## src/rtl/bwq_pkg.sv

```systemverilog
`timescale 1ns/1ps
package bwq_pkg;
  // Strobes from the cycle controller to the capture datapath.
  typedef struct packed {
    logic capAddr;  // later falling edge seen: latch the address
    logic emit;     // first rising edge of a qualified cycle: publish
  } dpStrobe_t;
endpackage

```

## src/rtl/bwq_sync.sv

```systemverilog
`timescale 1ns/1ps
module bwq_sync #(
  parameter int WIDTH = 1,
  parameter int STAGES = 2,
  parameter logic [WIDTH-1:0] RESET_VAL = '0
) (
  input  logic             clk,
  input  logic             rst_n,
  input  logic [WIDTH-1:0] d,
  output logic [WIDTH-1:0] q
);
  logic [WIDTH-1:0] stg [STAGES];

  for (genvar g = 0; g < STAGES; g++) begin : gStage
    logic [WIDTH-1:0] nxt;
    if (g == 0) begin : gFirst
      assign nxt = d;
    end else begin : gRest
      assign nxt = stg[g-1];
    end
    always_ff @(posedge clk or negedge rst_n) begin
      if (!rst_n) stg[g] <= RESET_VAL;
      else        stg[g] <= nxt;
    end
  end

  assign q = stg[STAGES-1];
endmodule

```

## src/rtl/bwq_ctrl.sv

```systemverilog
`timescale 1ns/1ps
module bwq_ctrl
  import bwq_pkg::*;
#(
  parameter int GLITCH_MIN = 3
) (
  input  logic      clk,
  input  logic      rst_n,
  input  logic      ceS,
  input  logic      weS,
  input  logic      oeS,
  input  logic      lockS,
  output dpStrobe_t dpCtl
);
  localparam int CNT_W = $clog2(GLITCH_MIN + 1);
  localparam logic [CNT_W-1:0] RUN_MAX = CNT_W'(GLITCH_MIN);

  logic armed;
  logic activePrev;
  logic [CNT_W-1:0] runLen;
  logic strobesLow;
  logic active;
  logic endOk;

  assign strobesLow = !ceS && !weS;
  assign active     = strobesLow && oeS && armed && !lockS;

  // Re-arm only after a strobe has been observed high outside lockout.
  always_ff @(posedge clk or negedge rst_n) begin
    if (!rst_n)              armed <= 1'b0;
    else if (lockS)          armed <= 1'b0;
    else if (ceS || weS)     armed <= 1'b1;
  end

  always_ff @(posedge clk or negedge rst_n) begin
    if (!rst_n) begin
      activePrev <= 1'b0;
      runLen     <= '0;
    end else begin
      activePrev <= active;
      if (!active)               runLen <= '0;
      else if (runLen != RUN_MAX) runLen <= runLen + 1'b1;
    end
  end

  // A cycle ends well only through a strobe rising with output-enable high.
  assign endOk = activePrev && !active && !strobesLow && oeS && !lockS
                 && (runLen == RUN_MAX);

  always_comb begin
    dpCtl.capAddr = active && !activePrev;
    dpCtl.emit    = endOk;
  end
endmodule

```

## src/rtl/bwq_datapath.sv

```systemverilog
`timescale 1ns/1ps
module bwq_datapath
  import bwq_pkg::*;
#(
  parameter int ADDR_W = 17,
  parameter int DATA_W = 16,
  parameter int SYNC_STAGES = 2
) (
  input  logic              clk,
  input  logic              rst_n,
  input  logic [ADDR_W-1:0] addrIn,
  input  logic [DATA_W-1:0] dataIn,
  input  dpStrobe_t         dpCtl,
  output logic              wrValid,
  output logic [ADDR_W-1:0] wrAddr,
  output logic [DATA_W-1:0] wrData
);
  logic [ADDR_W-1:0] addrDly;
  logic [DATA_W-1:0] dataDly;
  logic [ADDR_W-1:0] addrHold;

  // Align the buses with the strobe synchronizer depth.
  bwq_sync #(.WIDTH(ADDR_W), .STAGES(SYNC_STAGES), .RESET_VAL('0)) i_addrDly (
    .clk(clk), .rst_n(rst_n), .d(addrIn), .q(addrDly));
  bwq_sync #(.WIDTH(DATA_W), .STAGES(SYNC_STAGES), .RESET_VAL('0)) i_dataDly (
    .clk(clk), .rst_n(rst_n), .d(dataIn), .q(dataDly));

  always_ff @(posedge clk or negedge rst_n) begin
    if (!rst_n)             addrHold <= '0;
    else if (dpCtl.capAddr) addrHold <= addrDly;
  end

  always_ff @(posedge clk or negedge rst_n) begin
    if (!rst_n) begin
      wrValid <= 1'b0;
      wrAddr  <= '0;
      wrData  <= '0;
    end else begin
      wrValid <= dpCtl.emit;
      if (dpCtl.emit) begin
        wrAddr <= addrHold;
        wrData <= dataDly;
      end
    end
  end
endmodule

```

## src/rtl/bus_write_qualifier.sv

```systemverilog
`timescale 1ns/1ps
module bus_write_qualifier
  import bwq_pkg::*;
#(
  parameter int ADDR_W = 17,
  parameter int DATA_W = 16,
  parameter int SYNC_STAGES = 2,
  parameter int GLITCH_MIN = 3
) (
  input  logic              clk,
  input  logic              rst_n,
  input  logic              lockout,
  input  logic              ceN,
  input  logic              weN,
  input  logic              oeN,
  input  logic [ADDR_W-1:0] addrIn,
  input  logic [DATA_W-1:0] dataIn,
  output logic              wrValid,
  output logic [ADDR_W-1:0] wrAddr,
  output logic [DATA_W-1:0] wrData,
  output logic              cmdReset
);
  logic [2:0] strobeSync;
  logic ceS, weS, oeS, lockS;
  dpStrobe_t dpCtl;

  // Strobes reset to "low" so nothing arms before a real high is seen.
  bwq_sync #(.WIDTH(3), .STAGES(SYNC_STAGES), .RESET_VAL(3'b000)) i_strobeSync (
    .clk(clk), .rst_n(rst_n), .d({ceN, weN, oeN}), .q(strobeSync));
  // Lockout resets asserted so the controller stays held until released.
  bwq_sync #(.WIDTH(1), .STAGES(SYNC_STAGES), .RESET_VAL(1'b1)) i_lockSync (
    .clk(clk), .rst_n(rst_n), .d(lockout), .q(lockS));

  assign {ceS, weS, oeS} = strobeSync;
  assign cmdReset = lockS;

  bwq_ctrl #(.GLITCH_MIN(GLITCH_MIN)) i_ctrl (
    .clk(clk), .rst_n(rst_n), .ceS(ceS), .weS(weS), .oeS(oeS),
    .lockS(lockS), .dpCtl(dpCtl));

  bwq_datapath #(.ADDR_W(ADDR_W), .DATA_W(DATA_W), .SYNC_STAGES(SYNC_STAGES)) i_dp (
    .clk(clk), .rst_n(rst_n), .addrIn(addrIn), .dataIn(dataIn), .dpCtl(dpCtl),
    .wrValid(wrValid), .wrAddr(wrAddr), .wrData(wrData));
endmodule

```

## config.mk

```make
export PLATFORM = sky130hd
export DESIGN_NAME = bus_write_qualifier
export DESIGN_NICKNAME = d
export VERILOG_FILES = /design/src/rtl/bwq_pkg.sv /design/src/rtl/bwq_sync.sv /design/src/rtl/bwq_ctrl.sv /design/src/rtl/bwq_datapath.sv /design/src/rtl/bus_write_qualifier.sv
export SDC_FILE = /design/constraint.sdc
export NUM_CORES = 1
export LEC_CHECK = 0
export BUFFER_PORTS_ARGS = -buffer_cell sky130_fd_sc_hd__buf_4
export CORE_MARGIN = 1
export CORE_UTILIZATION = 30
export DETAILED_ROUTE_END_ITERATION = 7
export GPL_ROUTABILITY_DRIVEN = 0
export PLACE_DENSITY = 0.6
export SLEW_MARGIN = 15
export SYNTH_ARGS = -nofsm -noshare
export SYNTH_HDL_FRONTEND = slang
export SYNTH_HIERARCHICAL = 1
export SYNTH_SLANG_ARGS = --single-unit
```

## constraint.sdc

```tcl
create_clock -name clk -period 1.92 [get_ports clk]
set_input_delay 0.288 -clock clk [delete_from_list [all_inputs] [get_ports clk]]
set_output_delay 0.288 -clock clk [all_outputs]
set_load 0.01 [all_outputs]
```

## Yosys cells after proc, flatten, opt, wreduce, memory -nomap -nowiden

Cells that the tools add are included.

| storage, ports and cells | value |
|---|---|
| register bits after elaboration | 129 |
| bits of input ports | 39 |
| output and inout port bits | 35 |
| word-level logic and storage cells | 41 |

| cells by class | value |
|---|---|
| add/subtract/negate cells | 1 |
| equal/unequal tests | 3 |
| muxes and demuxes | 4 |
| reductions and logical operators | 18 |

Operator list:

| operator | number |
|---|---|
| logical AND 1 bit | 10 |
| zero test 1 bit | 6 |
| two-way mux 2 bit | 2 |
| inequality test 2 bit (second input constant) | 2 |
| adder 2 x 1 -> 2 bit (second input constant) | 1 |
| == test 2 bit (second input constant) | 1 |
| two-way mux 1 bit | 2 |
| nonzero test 2 bit | 1 |
| logical OR 1 bit | 1 |

## Depth between registers and ports, before layout

| depth | value |
|---|---|
| depth after elaboration | 11 |
| gate-level depth with buffers | 7 |
| gate-level depth less buffers | 4 |

## Modules after synthesis

The synthesis kept the hierarchy.

By module, submodules not included:

| module | instances | cells each | area each (µm²) |
|---|---|---|---|
| bwq_datapath | 1 | 107 | 2092.0 |
| bwq_sync at i_dp.i_addrDly | 1 | 34 | 850.8 |
| bwq_sync at i_dp.i_dataDly | 1 | 32 | 800.8 |
| bwq_ctrl | 1 | 18 | 198.9 |
| bwq_sync at i_strobeSync | 1 | 6 | 150.1 |
| bwq_sync at i_lockSync | 1 | 2 | 52.6 |

## Worst setup path before layout

No wires, ideal clock.

| path | value |
|---|---|
| path kind | flip-flop to flip-flop |
| start point | register i_lockSync.stg (netlist bit i_lockSync/q) |
| end point | register i_dp.addrHold[10] |
| setup time | 0.125 ns |
| arrival time | 1.694 ns |
| slack | 0.101 ns |
| stages on the path, launching flop included | 6 |
| buffers on the path | 2 |
| period minus slack after synthesis | 1.819 ns |
| path through | dfstp_2 > or4b_4 > nor3_1 > buf_6 > buf_12 > mux2_4 |

RTL lines:

| element | line | text |
|---|---|---|
| from (decl) | bwq_sync.sv:12 | `logic [WIDTH-1:0] stg [STAGES];` |
| from (signal, indexed assignment) | bwq_sync.sv:23 | `else stg[g] <= nxt;` |
| to (signal assigned) | bwq_datapath.sv:30 | `else if (dpCtl.capAddr) addrHold <= addrDly;` |
| to (decl) | bwq_datapath.sv:20 | `logic [ADDR_W-1:0] addrHold;` |

==> results.md <==
- Ys Warns: 6
- Clock transition at the registers of the reported paths: 0.05 ns
- Cell area after synthesis: 0.00415 mm²
- Critical hold path startpoint: i_dp/i_dataDly/gStage[1].nxt[1]$_DFF_PN0_
- DR DRC count: 0
- Area of combinational cells with multiple inputs: 811 µm²
- Total I/O pin count: 74
- Minimum period implied by the final worst setup slack: ~1.8 ns
- Vertical die dimension: ~120 µm
- Maximum clock frequency: approximately 0.55 GHz
- Effective utilization at floorplan: 31.1%
- Sequential Area: 0.00323 mm²
- Initial antenna violation count: 0
- Drt wl/cell: 13.2 µm
- Start of the worst register-to-register path: i_lockSync/q$_DFF_PN1_
- WL final: 6820 µm
- Hold Crit Class: flop to flop
- Number of global-route vias before repair: 2299
- Avg Vias per Cell: 3.93
- Layout Nets: between 300 and 400
- Crit Path Category: flop to flop
- Number of antenna-violating nets in the routed design: 0
- # setup viols final: 0
- Placed cell areas: 0.00490 mm²
- Pin slew with the least headroom to its limit: 0.481 ns
- Critical path endpoint category: flop
- Sequential share of the synthesized area: between 70% and 80%
- Share of final-layout standard cells stronger than drive strength 1: ~48%
- Max-slew violation count: 0
- Number of inserted filler cells in the final layout: about 1.2k
- Worst Clk Skew: 0.00703 ns
- Final setup slack of the worst path: approximately 0.1 ns
- Final worst-path cycle share: 94.7%
- Maximum net fanout on the critical path: 17
- Hold slack: roughly 0.35 ns
- Total of max-cap violations: 0
- Wire length of the first global-routing pass: 11700 µm
- Insertion delay of the later-clocked pin in the worst-skew pair: 0.41 ns
- Register-to-register setup slack: 0.10 ns
- Die area: roughly 0.014 mm²
- Origin of the worst setup path: i_lockSync/q$_DFF_PN1_
- Post-Syn Nets: about 240
- Number of optimization iterations in the first detailed-route pass: 4
- Leading cell types in the layout, fill and taps excluded: 127 x sky130_fd_sc_hd__dfrtp_1, 72 x sky130_fd_sc_hd__buf_4, 40 x sky130_fd_sc_hd__mux2_4
- Most frequent standard cell in the layout excluding fill and tap cells: sky130_fd_sc_hd__dfrtp_1
- Number of setup buffers added after CTS: 0
- Maximum number of pins on one net before global-route repair: 53
- Via count: 2026
- Power per cell area: 1150 mW/mm²
- Number of cells produced by synthesis: 199
- TritonCTS buffer count: 17
- Grt ovf: 0
- Inserted Diodes: 0
- CTS HTree Levels: 4
- Clock tree root buffer cell: sky130_fd_sc_hd__clkbuf_16
- Maximum vdd ir drop: 0.649 mV
- Startpoint type of the worst setup path: flop
- Average footprint of a synthesized cell: 20.8 µm²
- Worst EP arrival: 2.11 ns
- Outcome: finished clean
- Post-route setup TNS: 0 ns
- Leakage: 2.82 nW
- Worst-case setup slack after placement: 0.0814 ns
- HPWL after DPL: 4040 µm
- Critical path data required time: between 2 and 2.5 ns
- Maximum root-to-sink buffer count: 2
- Row count: 42
- Port Buf Inserts: 73
- Core Box Area: 0.0133 mm²
- Overall routing resource usage: 11.2%
- Synthesis-stage register bit count: 129
- Iteration-0 DRC Markers: 78
- Num Clock Sinks: 129
- Post-synth cell types: 16
- Worst slew margin relative to its limit: 67.9%
- Hold Vio Cnt, Final: 0
- Unrepaired setup endpoints after global routing: false
- Chip Width: roughly 120 µm
- Area growth from synthesis to layout: 43.3%
- Post-Layout Inst Area: slightly below 0.006 mm²
- CTS tree: built
registers in the layout, indices dropped and copies added (netlist names), 16 cells and up:
signal and cells:
i_dp/wrData 16, i_dp/i_addrDly/gStage.nxt 17, i_dp/i_addrDly/q 17, i_dp/wrAddr 17, i_dp/addrHold 17, i_dp/i_dataDly/gStage.nxt 16
i_dp/i_dataDly/q 16
cells by family after synthesis:
group | Yosys count | synth area share [%]
buffers and inverters | 8 | 2.75
flip-flops | 129 | 77.9
adder cells (fa/ha/maj) | 1 | 0.302
multiplexers | 51 | 17.4
XOR/XNOR | 1 | 0.211
AO/OA/AOI/OAI | 1 | 0.181
AND/OR/NAND/NOR | 8 | 1.18
synthesized netlist by cell type:
cell type / count / share of area (%)
sky130_fd_sc_hd__inv_1: 1 / 0.090
sky130_fd_sc_hd__nor3_1: 4 / 0.48
sky130_fd_sc_hd__mux2_4: 40 / 14
sky130_fd_sc_hd__mux2_2: 10 / 2.7
sky130_fd_sc_hd__or4b_4: 1 / 0.33
sky130_fd_sc_hd__dfstp_2: 2 / 1.3
sky130_fd_sc_hd__buf_12: 4 / 1.9
sky130_fd_sc_hd__buf_4: 1 / 0.18
sky130_fd_sc_hd__mux2i_1: 1 / 0.24
sky130_fd_sc_hd__o211ai_1: 1 / 0.18
sky130_fd_sc_hd__buf_6: 2 / 0.54
sky130_fd_sc_hd__xor2_1: 1 / 0.21
sky130_fd_sc_hd__ha_1: 1 / 0.30
sky130_fd_sc_hd__nor2_1: 2 / 0.18
sky130_fd_sc_hd__dfrtp_1: 127 / 77
sky130_fd_sc_hd__nor3b_1: 1 / 0.18
per-stage QoR:
stage          cells  power, mW  util [%]
2_1_floorplan    199       3.10         -
5_1_grt          515       7.08      44.5
4_1_cts          515       6.92      44.5
3_5_place_dp     445       3.27      36.7
3_3_place_gp     445       3.25      36.7
6_report         515       6.82      44.5
power breakdown:
group	switching, mW	internal (mW)	leakage, nW
combinational	0.101	0.207	0.909
sequential	0.0738	2.89	1.60
clock	1.17	2.37	0.315
path summary, 6_finish.rpt:
kind,to,cells after the start
hold reg to reg,i_dp/i_dataDly/q[1]$_DFF_PN0_,0
max in group asynchronous,i_lockSync/q$_DFF_PN1_,3
setup / recovery,i_dp/addrHold[16]$_DFFE_PN0P_,4
min in group asynchronous,i_dp/i_dataDly/q[11]$_DFF_PN0_,2
setup reg to reg,i_dp/addrHold[16]$_DFFE_PN0P_,4
hold / removal,i_dp/i_dataDly/q[1]$_DFF_PN0_,0
what timing repair did:
action                    4_1_cts  5_1_grt
hold buffers                   38        0
hold endpoints to repair       87        0
resized for setup               0        0
layout make-up:
class / instances / share of cell area, %
Clock inverter: 13 / 3.52
Sequential cell: 129 / 54.4
Clock buffer: 19 / 7.63
Tap cell: 176 / 3.71
Multi-Input combinational cell: 62 / 13.7
Inverter: 1 / 0.0632
Timing Repair Buffer: 115 / 17.0
routing by layer:
layer | up-vias | share of wire [%] | GRT usage [%]
met5 | - | 0 | 0
met4 | 0 | 2.8 | 8.44
met3 | 16 | 5.3 | 4.09
met2 | 57 | 47 | 16.1
met1 | 1023 | 45 | 13.6
li1 | 930 | - | -
critical path, stage by stage, from the launching register on:
cell,delay (ns)
sky130_fd_sc_hd__dfstp_2,0.38
sky130_fd_sc_hd__or4b_4,0.56
sky130_fd_sc_hd__nor3_2,0.20
sky130_fd_sc_hd__buf_12,0.21
sky130_fd_sc_hd__mux2_2,0.35
(Power assumes the default switching activity.)
